===== config.mk =====
export PLATFORM = sky130hd
export DESIGN_NAME = mac16_unit
export DESIGN_NICKNAME = d
export VERILOG_FILES = /design/src/rtl/mac16_pkg.sv /design/src/rtl/mac_opnd_mux.sv /design/src/rtl/mac_mul_acc.sv /design/src/rtl/mac_addr_step.sv /design/src/rtl/mac16_unit.sv
export SDC_FILE = /design/constraint.sdc
export NUM_CORES = 1
export LEC_CHECK = 0
export BUFFER_PORTS_ARGS = -buffer_cell sky130_fd_sc_hd__buf_2
export CORE_MARGIN = 2
export CORE_UTILIZATION = 50
export CTS_CLUSTER_SIZE = 8
export DETAILED_ROUTE_END_ITERATION = 7
export PLACE_DENSITY = 0.71
export RECOVER_POWER = 100
export REMOVE_ABC_BUFFERS = 1
export SLEW_MARGIN = 10
export SYNTH_ARGS = -nofsm -noshare
export SYNTH_HDL_FRONTEND = slang
export SYNTH_SLANG_ARGS = --single-unit

===== constraint.sdc =====
create_clock -name clk -period 13.8 [get_ports clk]
set_input_delay 2.07 -clock clk [delete_from_list [all_inputs] [get_ports clk]]
set_output_delay 2.07 -clock clk [all_outputs]
set_load 0.005 [all_outputs]

===== src/rtl/mac16_pkg.sv =====
package mac16_pkg;

    localparam int OP_W   = 16;
    localparam int SRC_W  = 32;
    localparam int ACC_W  = 40;
    localparam int DREG_N = 4;
    localparam int ADDR_W = 32;
    localparam int STEP   = 4;

    typedef enum logic [1:0] {
        K_MUL  = 2'd0,
        K_MULA = 2'd1,
        K_MULS = 2'd2,
        K_NONE = 2'd3
    } mac_kind_e;

    typedef struct packed {
        mac_kind_e kind;
        logic      want_uns;
        logic      both_gen;
    } arith_ctl_t;

    function automatic logic uns_effective(arith_ctl_t c);
        return c.want_uns && c.both_gen && (c.kind == K_MUL);
    endfunction

endpackage


===== src/rtl/mac_opnd_mux.sv =====
module mac_opnd_mux #(
    parameter int OP_W   = 16,
    parameter int SRC_W  = 32,
    parameter int HALF_N = 2,
    parameter int DSEL_W = 1
) (
    input  logic [SRC_W-1:0]             gr,
    input  logic [HALF_N-1:0][SRC_W-1:0] bank,
    input  logic                         from_dreg,
    input  logic [DSEL_W-1:0]            dsel,
    input  logic                         hi,
    output logic [OP_W-1:0]              opnd
);
    logic [SRC_W-1:0] src;

    always_comb begin
        src  = from_dreg ? bank[dsel] : gr;
        opnd = hi ? src[SRC_W-1 -: OP_W] : src[OP_W-1:0];
    end
endmodule


===== src/rtl/mac_mul_acc.sv =====
module mac_mul_acc
    import mac16_pkg::*;
#(
    parameter int OP_W  = 16,
    parameter int ACC_W = 40
) (
    input  arith_ctl_t       ctl,
    input  logic [OP_W-1:0]  opa,
    input  logic [OP_W-1:0]  opb,
    input  logic [ACC_W-1:0] acc_q,
    output logic [ACC_W-1:0] acc_d
);
    localparam int PROD_W = 2 * OP_W;
    localparam int EXT_W  = ACC_W - PROD_W;

    logic              use_uns;
    logic [PROD_W-1:0] prod_s;
    logic [PROD_W-1:0] prod_u;
    logic [ACC_W-1:0]  prod_ext;

    always_comb begin
        use_uns  = uns_effective(ctl);
        prod_s   = $signed({{OP_W{opa[OP_W-1]}}, opa}) * $signed({{OP_W{opb[OP_W-1]}}, opb});
        prod_u   = {{OP_W{1'b0}}, opa} * {{OP_W{1'b0}}, opb};
        prod_ext = use_uns ? {{EXT_W{1'b0}}, prod_u}
                           : {{EXT_W{prod_s[PROD_W-1]}}, prod_s};
        unique case (ctl.kind)
            K_MUL:   acc_d = prod_ext;
            K_MULA:  acc_d = acc_q + prod_ext;
            K_MULS:  acc_d = acc_q - prod_ext;
            default: acc_d = acc_q;
        endcase
    end
endmodule


===== src/rtl/mac_addr_step.sv =====
module mac_addr_step #(
    parameter int ADDR_W = 32,
    parameter int STEP   = 4
) (
    input  logic [ADDR_W-1:0] base,
    input  logic              down,
    output logic [ADDR_W-1:0] stepped
);
    localparam logic [ADDR_W-1:0] STEP_V = ADDR_W'(STEP);

    always_comb stepped = down ? (base - STEP_V) : (base + STEP_V);
endmodule


===== src/rtl/mac16_unit.sv =====
module mac16_unit
    import mac16_pkg::*;
#(
    parameter int OP_W   = mac16_pkg::OP_W,
    parameter int SRC_W  = mac16_pkg::SRC_W,
    parameter int ACC_W  = mac16_pkg::ACC_W,
    parameter int DREG_N = mac16_pkg::DREG_N,
    parameter int ADDR_W = mac16_pkg::ADDR_W,
    parameter int STEP   = mac16_pkg::STEP,
    localparam int HALF_N   = DREG_N / 2,
    localparam int DSEL_W   = (HALF_N > 1) ? $clog2(HALF_N) : 1,
    localparam int DIDX_W   = $clog2(DREG_N),
    localparam int ACC_HI_W = ACC_W - SRC_W
) (
    input  logic                clk,
    input  logic                rst,
    input  logic                cmd_valid,
    input  logic [1:0]          cmd_kind,
    input  logic                cmd_unsigned,
    input  logic                a_from_dreg,
    input  logic [DSEL_W-1:0]   a_dsel,
    input  logic                a_hi,
    input  logic                b_from_dreg,
    input  logic [DSEL_W-1:0]   b_dsel,
    input  logic                b_hi,
    input  logic [SRC_W-1:0]    gr_a,
    input  logic [SRC_W-1:0]    gr_b,
    input  logic                ld_en,
    input  logic                ld_down,
    input  logic [DIDX_W-1:0]   ld_idx,
    input  logic [ADDR_W-1:0]   addr_base,
    input  logic [SRC_W-1:0]    mem_rdata,
    output logic [ADDR_W-1:0]   ld_addr,
    output logic [SRC_W-1:0]    acc_lo,
    output logic [ACC_HI_W-1:0] acc_hi
);
    logic [SRC_W-1:0]             dreg_q [DREG_N];
    logic [HALF_N-1:0][SRC_W-1:0] bank_a;
    logic [HALF_N-1:0][SRC_W-1:0] bank_b;
    logic [OP_W-1:0]              opa;
    logic [OP_W-1:0]              opb;
    logic [ACC_W-1:0]             acc_q;
    logic [ACC_W-1:0]             acc_d;
    arith_ctl_t                   ctl;

    // data registers: bank A is the lower half, bank B the upper half
    for (genvar g = 0; g < DREG_N; g++) begin : g_dreg
        always_ff @(posedge clk) begin
            if (rst)
                dreg_q[g] <= '0;
            else if (cmd_valid && ld_en && (ld_idx == DIDX_W'(g)))
                dreg_q[g] <= mem_rdata;
        end
    end

    for (genvar h = 0; h < HALF_N; h++) begin : g_bank
        assign bank_a[h] = dreg_q[h];
        assign bank_b[h] = dreg_q[HALF_N + h];
    end

    mac_opnd_mux #(.OP_W(OP_W), .SRC_W(SRC_W), .HALF_N(HALF_N), .DSEL_W(DSEL_W)) u_mux_a (
        .gr(gr_a), .bank(bank_a), .from_dreg(a_from_dreg), .dsel(a_dsel), .hi(a_hi), .opnd(opa)
    );

    mac_opnd_mux #(.OP_W(OP_W), .SRC_W(SRC_W), .HALF_N(HALF_N), .DSEL_W(DSEL_W)) u_mux_b (
        .gr(gr_b), .bank(bank_b), .from_dreg(b_from_dreg), .dsel(b_dsel), .hi(b_hi), .opnd(opb)
    );

    always_comb begin
        ctl.kind     = mac_kind_e'(cmd_kind);
        ctl.want_uns = cmd_unsigned;
        ctl.both_gen = !a_from_dreg && !b_from_dreg;
    end

    mac_mul_acc #(.OP_W(OP_W), .ACC_W(ACC_W)) u_arith (
        .ctl(ctl), .opa(opa), .opb(opb), .acc_q(acc_q), .acc_d(acc_d)
    );

    mac_addr_step #(.ADDR_W(ADDR_W), .STEP(STEP)) u_step (
        .base(addr_base), .down(ld_down), .stepped(ld_addr)
    );

    always_ff @(posedge clk) begin
        if (rst)
            acc_q <= '0;
        else if (cmd_valid)
            acc_q <= acc_d;
    end

    assign acc_lo = acc_q[SRC_W-1:0];
    assign acc_hi = acc_q[ACC_W-1:SRC_W];
endmodule


### After elaboration in Yosys (flattened, before gate mapping)

Memory sizes are Yosys's and may differ from the RTL's.
Cells that the tools add are included.

| word-level totals | value |
|---|---|
| flip-flop bits (word level) | 40 |
| bits in writable memories | 128 |
| bits of input ports | 144 |
| output and inout port bits | 72 |
| word-level logic and storage cells | 62 |
| memories | 1 |

| operators by class | value |
|---|---|
| $add $sub $neg | 4 |
| multiply operators | 2 |
| magnitude comparators | 2 |
| equality and inequality tests | 5 |
| multiplexer cells | 29 |
| bitwise gates (word level) | 4 |
| reductions and logical operators | 14 |

Memories:

| memory | depth | width | rd ports | clocked after memory_dff | wr ports | line | text |
|---|---|---|---|---|---|---|---|
| dreg_q | 4 | 32 | 4 | 0 | 4 | mac16_unit.sv:37 | `logic [SRC_W-1:0] dreg_q [DREG_N];` |

Operator list:

| operator | number |
|---|---|
| $mux 32 | 11 |
| $pmux 40 s3 | 1 |
| $mul 16x16->32 | 2 |
| $add 40x40->40 | 1 |
| $mux 40 | 1 |
| $sub 40x40->40 | 1 |
| $add 32x3->32 const B | 1 |
| $mux 16 | 2 |
| $sub 32x3->32 const B | 1 |
| $mux 1 | 14 |
| $logic_and 1x1->1 | 8 |
| $eq 2x2->1 const B | 3 |
| $eq 2x1->1 const B | 2 |
| $logic_not 2->1 | 2 |
| $lt 1x2->1 const B | 2 |
| $or 1x1->1 | 4 |
| $reduce_bool 3->1 | 1 |
| $logic_not 1->1 | 2 |
| $reduce_and 2->1 | 1 |

### Depth between registers and ports, before layout

Gate-level depths: netlist of run 1.

| depth | value |
|---|---|
| depth in word-level cells | 8 |
| gate-level depth with buffers | 48 |
| gate-level depth less buffers | 44 |

### By module

From an unflattened synthesis of run 1, not the netlist that was laid out.

| unflattened totals | value |
|---|---|
| cells, all modules | 3081 |
| area, all modules | 28332.2 um^2 |

By module, submodules not included:

| module | times used | cells an instance | area an instance (um^2) | seq. area each (um^2) |
|---|---|---|---|---|
| mac_mul_acc | 1 | 2313 | 19025.7 | 0.0 |
| mac16_unit | 1 | 448 | 6083.3 | 4644.5 |
| mac_opnd_mux | 2 | 56 | 839.6 | 0.0 |
| mac_addr_step | 1 | 208 | 1544.0 | 0.0 |

### Worst setup path after synthesis of run 1

No wires, ideal clock.

| timing | value |
|---|---|
| path type | input-to-reg |
| start | input port b_dsel |
| end | register acc_q[39] |
| setup time | 126 ps |
| data arrival time | 12283 ps |
| data required time | 13674 ps |
| path slack | 1390 ps |
| cell stages on the path | 46 |
| path buffers | 4 |
| path through | clkbuf_1 -> buf_1 -> mux4_2 -> a21oi_1 -> clkbuf_1 -> nor2_1 -> fa_1 -> inv_1 -> fa_1 -> inv_1 -> fa_1 -> inv_1 -> fa_1 -> inv_1 -> fa_1 -> inv_1 -> fa_1 -> inv_1 -> [10 not listed] -> nor2_1 -> and3_1 -> a21oi_1 -> xor2_1 -> ha_1 -> or2_2 -> and4b_1 -> a221o_1 -> a21oi_1 -> o31ai_1 -> a21oi_2 -> o22ai_1 -> nor4_2 -> or3_1 -> o41ai_1 -> a2111oi_0 -> nand4b_1 -> o211ai_1 |

| on the way | value |
|---|---|
| word-level cells in the longest chain between the ends | 8 |
| elaborated cells between the ends (all ways) | 10 |
| those cells by class | add/sub (2); mul (2); mux (6) |

Ends and longest elaborated chain:

| element | line | text |
|---|---|---|
| from (decl) | mac16_unit.sv:24 | `input logic [DSEL_W-1:0] b_dsel,` |
| $mux 32 (not written as such) * (2 in a row) | mac_opnd_mux.sv:17 | `src = from_dreg ? bank[dsel] : gr;` |
| $mux 32 * | mac_opnd_mux.sv:17 |  |
| $mux 16 * | mac_opnd_mux.sv:18 | `opnd = hi ? src[SRC_W-1 -: OP_W] : src[OP_W-1:0];` |
| $mul 16x16->32, on equally long branches | mac_mul_acc.sv:23, mac_mul_acc.sv:24 |  |
| $mux 40 * | mac_mul_acc.sv:25 | `prod_ext = use_uns ? {{EXT_W{1'b0}}, prod_u}` |
| $sub 40x40->40 / $add 40x40->40 (equally long branches) | mac_mul_acc.sv:30, mac_mul_acc.sv:29 |  |
| $pmux 40 s3 * | mac_mul_acc.sv:27 | `unique case (ctl.kind)` |
| to (signal assigned) | mac16_unit.sv:85 | `acc_q <= '0;` |
| to (signal assigned) | mac16_unit.sv:87 | `acc_q <= acc_d;` |
| to (decl) | mac16_unit.sv:42 | `logic [ACC_W-1:0] acc_q;` |

Every way passes the cells marked *; elsewhere a longest branch is shown, timed or not. The select of a mux whose other input is x is not followed.
A chain may end at the register's enable or synchronous reset.

### Final worst setup path of run 1

| timing | value |
|---|---|
| start | input port b_hi |
| end | register acc_q[39] |

| on the way | value |
|---|---|
| word-level cells in the longest chain between the ends | 5 |
| elaborated cells between the ends (all ways) | 7 |
| those cells by class | add/sub (2); mul (2); mux (3) |

Ends and longest elaborated chain:

| element | line | text |
|---|---|---|
| from (decl) | mac16_unit.sv:25 | `input logic b_hi,` |
| $mux 16 * | mac_opnd_mux.sv:18 |  |
| $mul 16x16->32, on equally long branches | mac_mul_acc.sv:23, mac_mul_acc.sv:24 |  |
| $mux 40 * | mac_mul_acc.sv:25 |  |
| $sub 40x40->40 / $add 40x40->40 (equally long branches) | mac_mul_acc.sv:30, mac_mul_acc.sv:29 |  |
| $pmux 40 s3 * | mac_mul_acc.sv:27 |  |

Every way passes the cells marked *; elsewhere a longest branch is shown, timed or not.

==> results of run 1 <==
-- stage by stage --
stage	std cells	utilization	setup WS (ps)	hold slack [ps]
finish	3816	0.547	952	489
global route	3816	0.547	64.0	510
CTS	3816	0.549	1050	494
detailed placement	3785	0.538	573	483
global placement	3785	0.538	673	469
floorplan	2838	-	2220	459
-- state kept, by name, summed over array words and instances (netlist names) --
name    flops
dreg_q    128
acc_q      40
-- area by class of cell --
type	instances	area share
Clock buffer	17	0.0145
Clock inverter	14	0.00537
Inverter	517	0.0661
Multi-Input combinational cell	2153	0.683
Sequential cell	168	0.158
Tap cell	696	0.0296
Timing Repair Buffer	251	0.0437
-- kinds of logic (layout without fill, tap and decap cells) --
logic type | Yosys count | after routing | share of synthesized area
flops | 168 | 168 | 0.171
compound gates | 522 | 522 | 0.130
fa+ha+maj | 591 | 591 | 0.375
xor+xnor | 149 | 149 | 0.0482
simple gates | 809 | 809 | 0.142
mux | 82 | 82 | 0.0454
buf+inv | 624 | 799 | 0.0881
-- per-layer routing --
metal,GRT usage,part of all wire
met1,0.328,0.40
met5,0,0
met3,0.0409,0.055
met4,0.0919,0.032
met2,0.463,0.52
-- critical path: cells and delay by family --
family                   cells  cell delay (ps)
AND/OR/NAND/NOR             10             1560
adder cells (fa/ha/maj)      8             3990
XOR/XNOR                     2              250
multiplexers                 1              260
AO/OA/AOI/OAI               14             4140
buffers and inverters        7              930
-- synth_stat cells, drive strengths merged, types with 6 or more instances --
| library cell | instances | area (sq um) |
|---|---|---|
| a2111oi | 7 | 80.1 |
| a211oi | 38 | 303 |
| a21o | 50 | 375 |
| a21oi | 149 | 761 |
| a221o | 6 | 60.1 |
| a31oi | 13 | 87.6 |
| and2 | 147 | 922 |
| and3 | 10 | 62.6 |
| buf | 24 | 134 |
| clkbuf | 83 | 312 |
| dfxtp | 40 | 801 |
| edfxtp | 128 | 3840 |
| fa | 368 | 7370 |
| ha | 223 | 2790 |
| inv | 517 | 1940 |
| mux2i | 49 | 498 |
| mux4 | 31 | 709 |
| nand2 | 263 | 992 |
| nand2b | 14 | 87.6 |
| nand3 | 24 | 130 |
| nand4 | 16 | 100 |
| nor2 | 242 | 942 |
| nor2b | 16 | 108 |
| nor3 | 45 | 225 |
| o2111ai | 7 | 61.3 |
| o211ai | 15 | 113 |
| o21a | 42 | 324 |
| o21ai | 103 | 519 |
| o21bai | 20 | 150 |
| o31ai | 14 | 148 |
| or2 | 8 | 50.1 |
| or3 | 6 | 42.5 |
| xnor2 | 97 | 850 |
| xor2 | 52 | 455 |
-- worst paths after layout --
| kind | end |
|---|---|
| min | acc_q[5] |
| min reg2reg | acc_q[5] |
| max | acc_q[39] |
| max reg2reg | acc_q[39] |
==> reports/results.txt, run 1 <==
area of the die -> 56100 sq um
Syn Std Cell Area -> 27100 sq um
WP data required -> 14200 ps
Port Buffers -> 211
worst setup path start -> b_hi
DRT Pass-1 Iters -> 5
Avg WL per Cell -> 19.0 um
HP Class -> reg -> reg
HPWL after detailed placement -> 59900 um
Clock Tree Buf Depth -> 2
Max-Cap Viols -> 5
violations in the final reports -> capacitance limit, slew limit
initial cell density of the core -> 0.504
Routed Antenna Nets -> 0
type of origin of the critical path -> input pin
Max transition margin -> -1.20
sequential share of the synthesized area -> 0.171
status -> complete, but fails checks
RSZ-0062 raised after global routing -> false
Ys Warns -> 0
CP max stage delay -> 900 ps
WP data arrival -> 13250 ps
Post-Syn Instances -> 2945
Hold Path Depth -> 2
Hold Fails Final Rpt -> 0
Min Clock Period, post-route -> 12850 ps
critical path class -> in -> reg
Root Driver -> clkbuf_16
GR Util All Layers -> 0.263
Sum Neg Setup Slack -> 0 ps
fillers -> 4806
commonest cells after routing, fill and taps aside -> inv_1, fa_1, nand2_1
Hold Startpoint -> acc_q[5]
total vias in the final route -> 21716
Num Clock Sinks -> 168
clock-pin slew of the registers on the worst-case setup and hold paths -> 80 ps
cell row count -> 85
vias in the first global route -> 22545
hold_buf cts -> 0
clock latency at the later pin of the worst-skew pair -> 480 ps
Placement Cell Area -> 28900 sq um
commonest non-fill, non-tap cell in the layout -> inv_1
Crit. End Element -> register
number of synthesized flops with an enable pin -> 128
worst-margin pin slew -> 3280 ps
Yosys reg bits -> 168
Area growth, synth to finish -> 8.46%
post-route design area -> 29400 sq um
GR Overflow Total -> 0
initial antenna violation count -> 0
R2R Setup Slk -> 2900 ps
post-synthesis async set-or-reset flop share -> 0
first-pass GRT wire length -> 116000 um
TritonCTS buffer count -> 17
DR iter-0 viols -> 1567
# IOs -> 216
drt via density -> 5.69
layout cells sized above 1 -> 0.102
largest net degree at the start of global routing -> 63
period utilisation layout -> 0.931
fin. max-slew vios -> 163
FF/Latch Area -> 4640 sq um
DRC -> 0
setup bufs post-CTS -> 0
FF-to-FF Start -> dreg_q[1][5]
area of the multi-input gates -> 20100 sq um
post-synthesis cell type count -> 101
antenna fix cells -> 0
post-cts sizing count -> 0
syn avg cell area -> 9.20 sq um
Post-layout nets -> 3843
DRT Wirelength -> 72400 um
CTS tree -> yes
Reg2Reg Depth -> 38
worst-path maximum fanout -> 27
f_max -> 0.0778 GHz
Die W -> 237 um
htree depth -> 4
GPL Wtd Cong -> 0.932
core area -> 53700 sq um
Clock Skew -> 16.2 ps
height of the die -> 237 um
Setup violations, final -> 0
most used flip-flop cell after synthesis -> edfxtp_1
Worst path slowest cell -> o21ai_1
Power of run 1 is left out: the tool's default activity adds up to more than one toggle a clock period on the data nets, which glitch-free logic cannot reach.
==> run 2, diff against run 1 <==
==> constraint.sdc (replaced) <==
create_clock -name clk -period 13.8 [get_ports clk]
set_input_delay 1.38 -clock clk [delete_from_list [all_inputs] [get_ports clk]]
set_output_delay 1.38 -clock clk [all_outputs]
set_load 0.005 [all_outputs]
==> reports/results.txt, run 2 (same netlist as run 1, synthesis figures left out) <==
type of origin of the critical path -> input pin
violations in the final reports -> capacitance limit, slew limit
worst-path maximum fanout -> 32
Max transition margin -> -1.24
WP data arrival -> 13190 ps
DP Cell Count -> 3773
clock-pin slew of the registers on the worst-case setup and hold paths -> 80 ps
initial cell density of the core -> 0.504
cell row count -> 85
CP max stage delay -> 1160 ps
DRC -> 0
Largest register FFs -> 128
DRT Pass-1 Iters -> 5
Die W -> 237 um
TritonCTS buffer count -> 17
final std cells w/o fill -> 3805
Clock Tree Buf Depth -> 2
GR Util All Layers -> 0.264
total vias in the final route -> 21544
fin. max-slew vios -> 186
Worst path slowest cell -> o21ai_0
period utilisation layout -> 0.929
Avg WL per Cell -> 19.0 um
Setup violations, final -> 0
largest reg by FF count -> dreg_q
Routed Antenna Nets -> 0
layout cells sized above 1 -> 0.100
core area -> 53700 sq um
WP data required -> 14170 ps
Root Driver -> clkbuf_16
Min Clock Period, post-route -> 12820 ps
Area growth, synth to finish -> 8.31%
drt via density -> 5.66
area of the die -> 56100 sq um
clock latency at the later pin of the worst-skew pair -> 490 ps
commonest cells after routing, fill and taps aside -> inv_1, fa_1, nand2_1
fillers -> 4854
Num Clock Sinks -> 168
RSZ-0062 raised after global routing -> false
HP Class -> reg -> reg
HPWL after detailed placement -> 59700 um
critical path class -> in -> reg
f_max -> 0.0780 GHz
setup bufs post-CTS -> 0
Crit path top cell by count -> fa_1
vias in the first global route -> 22156
worst-margin pin slew -> 3340 ps
R2R Setup Slk -> 2430 ps
commonest non-fill, non-tap cell in the layout -> inv_1
hold_buf cts -> 0
initial antenna violation count -> 0
height of the die -> 237 um
status -> complete, but fails checks
largest registers -> dreg_q x128, acc_q x40
Post-layout nets -> 3831
Clock Skew -> 18.1 ps
# IOs -> 216
CTS tree -> yes
Port Buffers -> 211
Max-Cap Viols -> 6
Hold Fails Final Rpt -> 0
first-pass GRT wire length -> 116000 um
DRT Wirelength -> 72400 um
largest net degree at the start of global routing -> 63
Crit. End Element -> register
post-cts sizing count -> 0
GR Overflow Total -> 0
GPL Wtd Cong -> 0.949
htree depth -> 4
Sum Neg Setup Slack -> 0 ps
antenna fix cells -> 0
DR iter-0 viols -> 1529
run 2: cell types whose count changed in the layout (fill, tap and decap cells not counted), sizes merged:
cell,before,now
buf,200,191
clkbuf,68,65
clkinv,6,7
run 2: metal layers:
metal | up-vias | track usage | routed length [um]
met5 | - | 0 | 0
met2 | 673 | 0.459 | 37300
met3 | 146 | 0.0378 | 3930
li1 | 9975 | - | -
met1 | 10750 | 0.333 | 28700
met4 | 0 | 0.102 | 2570
run 2: stage by stage:
stage | instance area, sq um | utilization | hold slack [ps] | worst slack, ps
finish | 29300 | 0.546 | 479 | 979
global route | 29300 | 0.546 | 511 | 397
CTS | 29500 | 0.549 | 484 | 1670
detailed placement | 28800 | 0.537 | 473 | 1190
global placement | 28800 | 0.537 | 469 | 1340
floorplan | 26600 | - | 459 | 2910
run 2: cell type report:
type / instances / area, sq um / area share
clock buffer: 17 / 425 / 0.0145
clock inverter: 15 / 206 / 0.00704
inverter: 517 / 1940 / 0.0661
multi-input combinational: 2153 / 20100 / 0.683
sequential: 168 / 4640 / 0.158
tap: 696 / 871 / 0.0297
timing repair buffer: 239 / 1200 / 0.0409
run 2: path summary, 6_finish.rpt:
path | from | endpoint | cells past startpoint
min reg2reg | acc_q[5] | acc_q[5] | 2
max | b_hi | acc_q[39] | 36
min | acc_q[5] | acc_q[5] | 2
max reg2reg | dreg_q[3][17] | acc_q[39] | 36
run 2: critical path, delay by kind of cell:
kind,cells,cell delay [ps]
AOI/OAI and AO/OA,16,4750
adders and majority gates,8,4340
and+or+nand+nor,5,1090
buffers and inverters,4,990
xor gates and xnor gates,2,410
muxes,1,230
Power of run 2 is left out for the same reason.
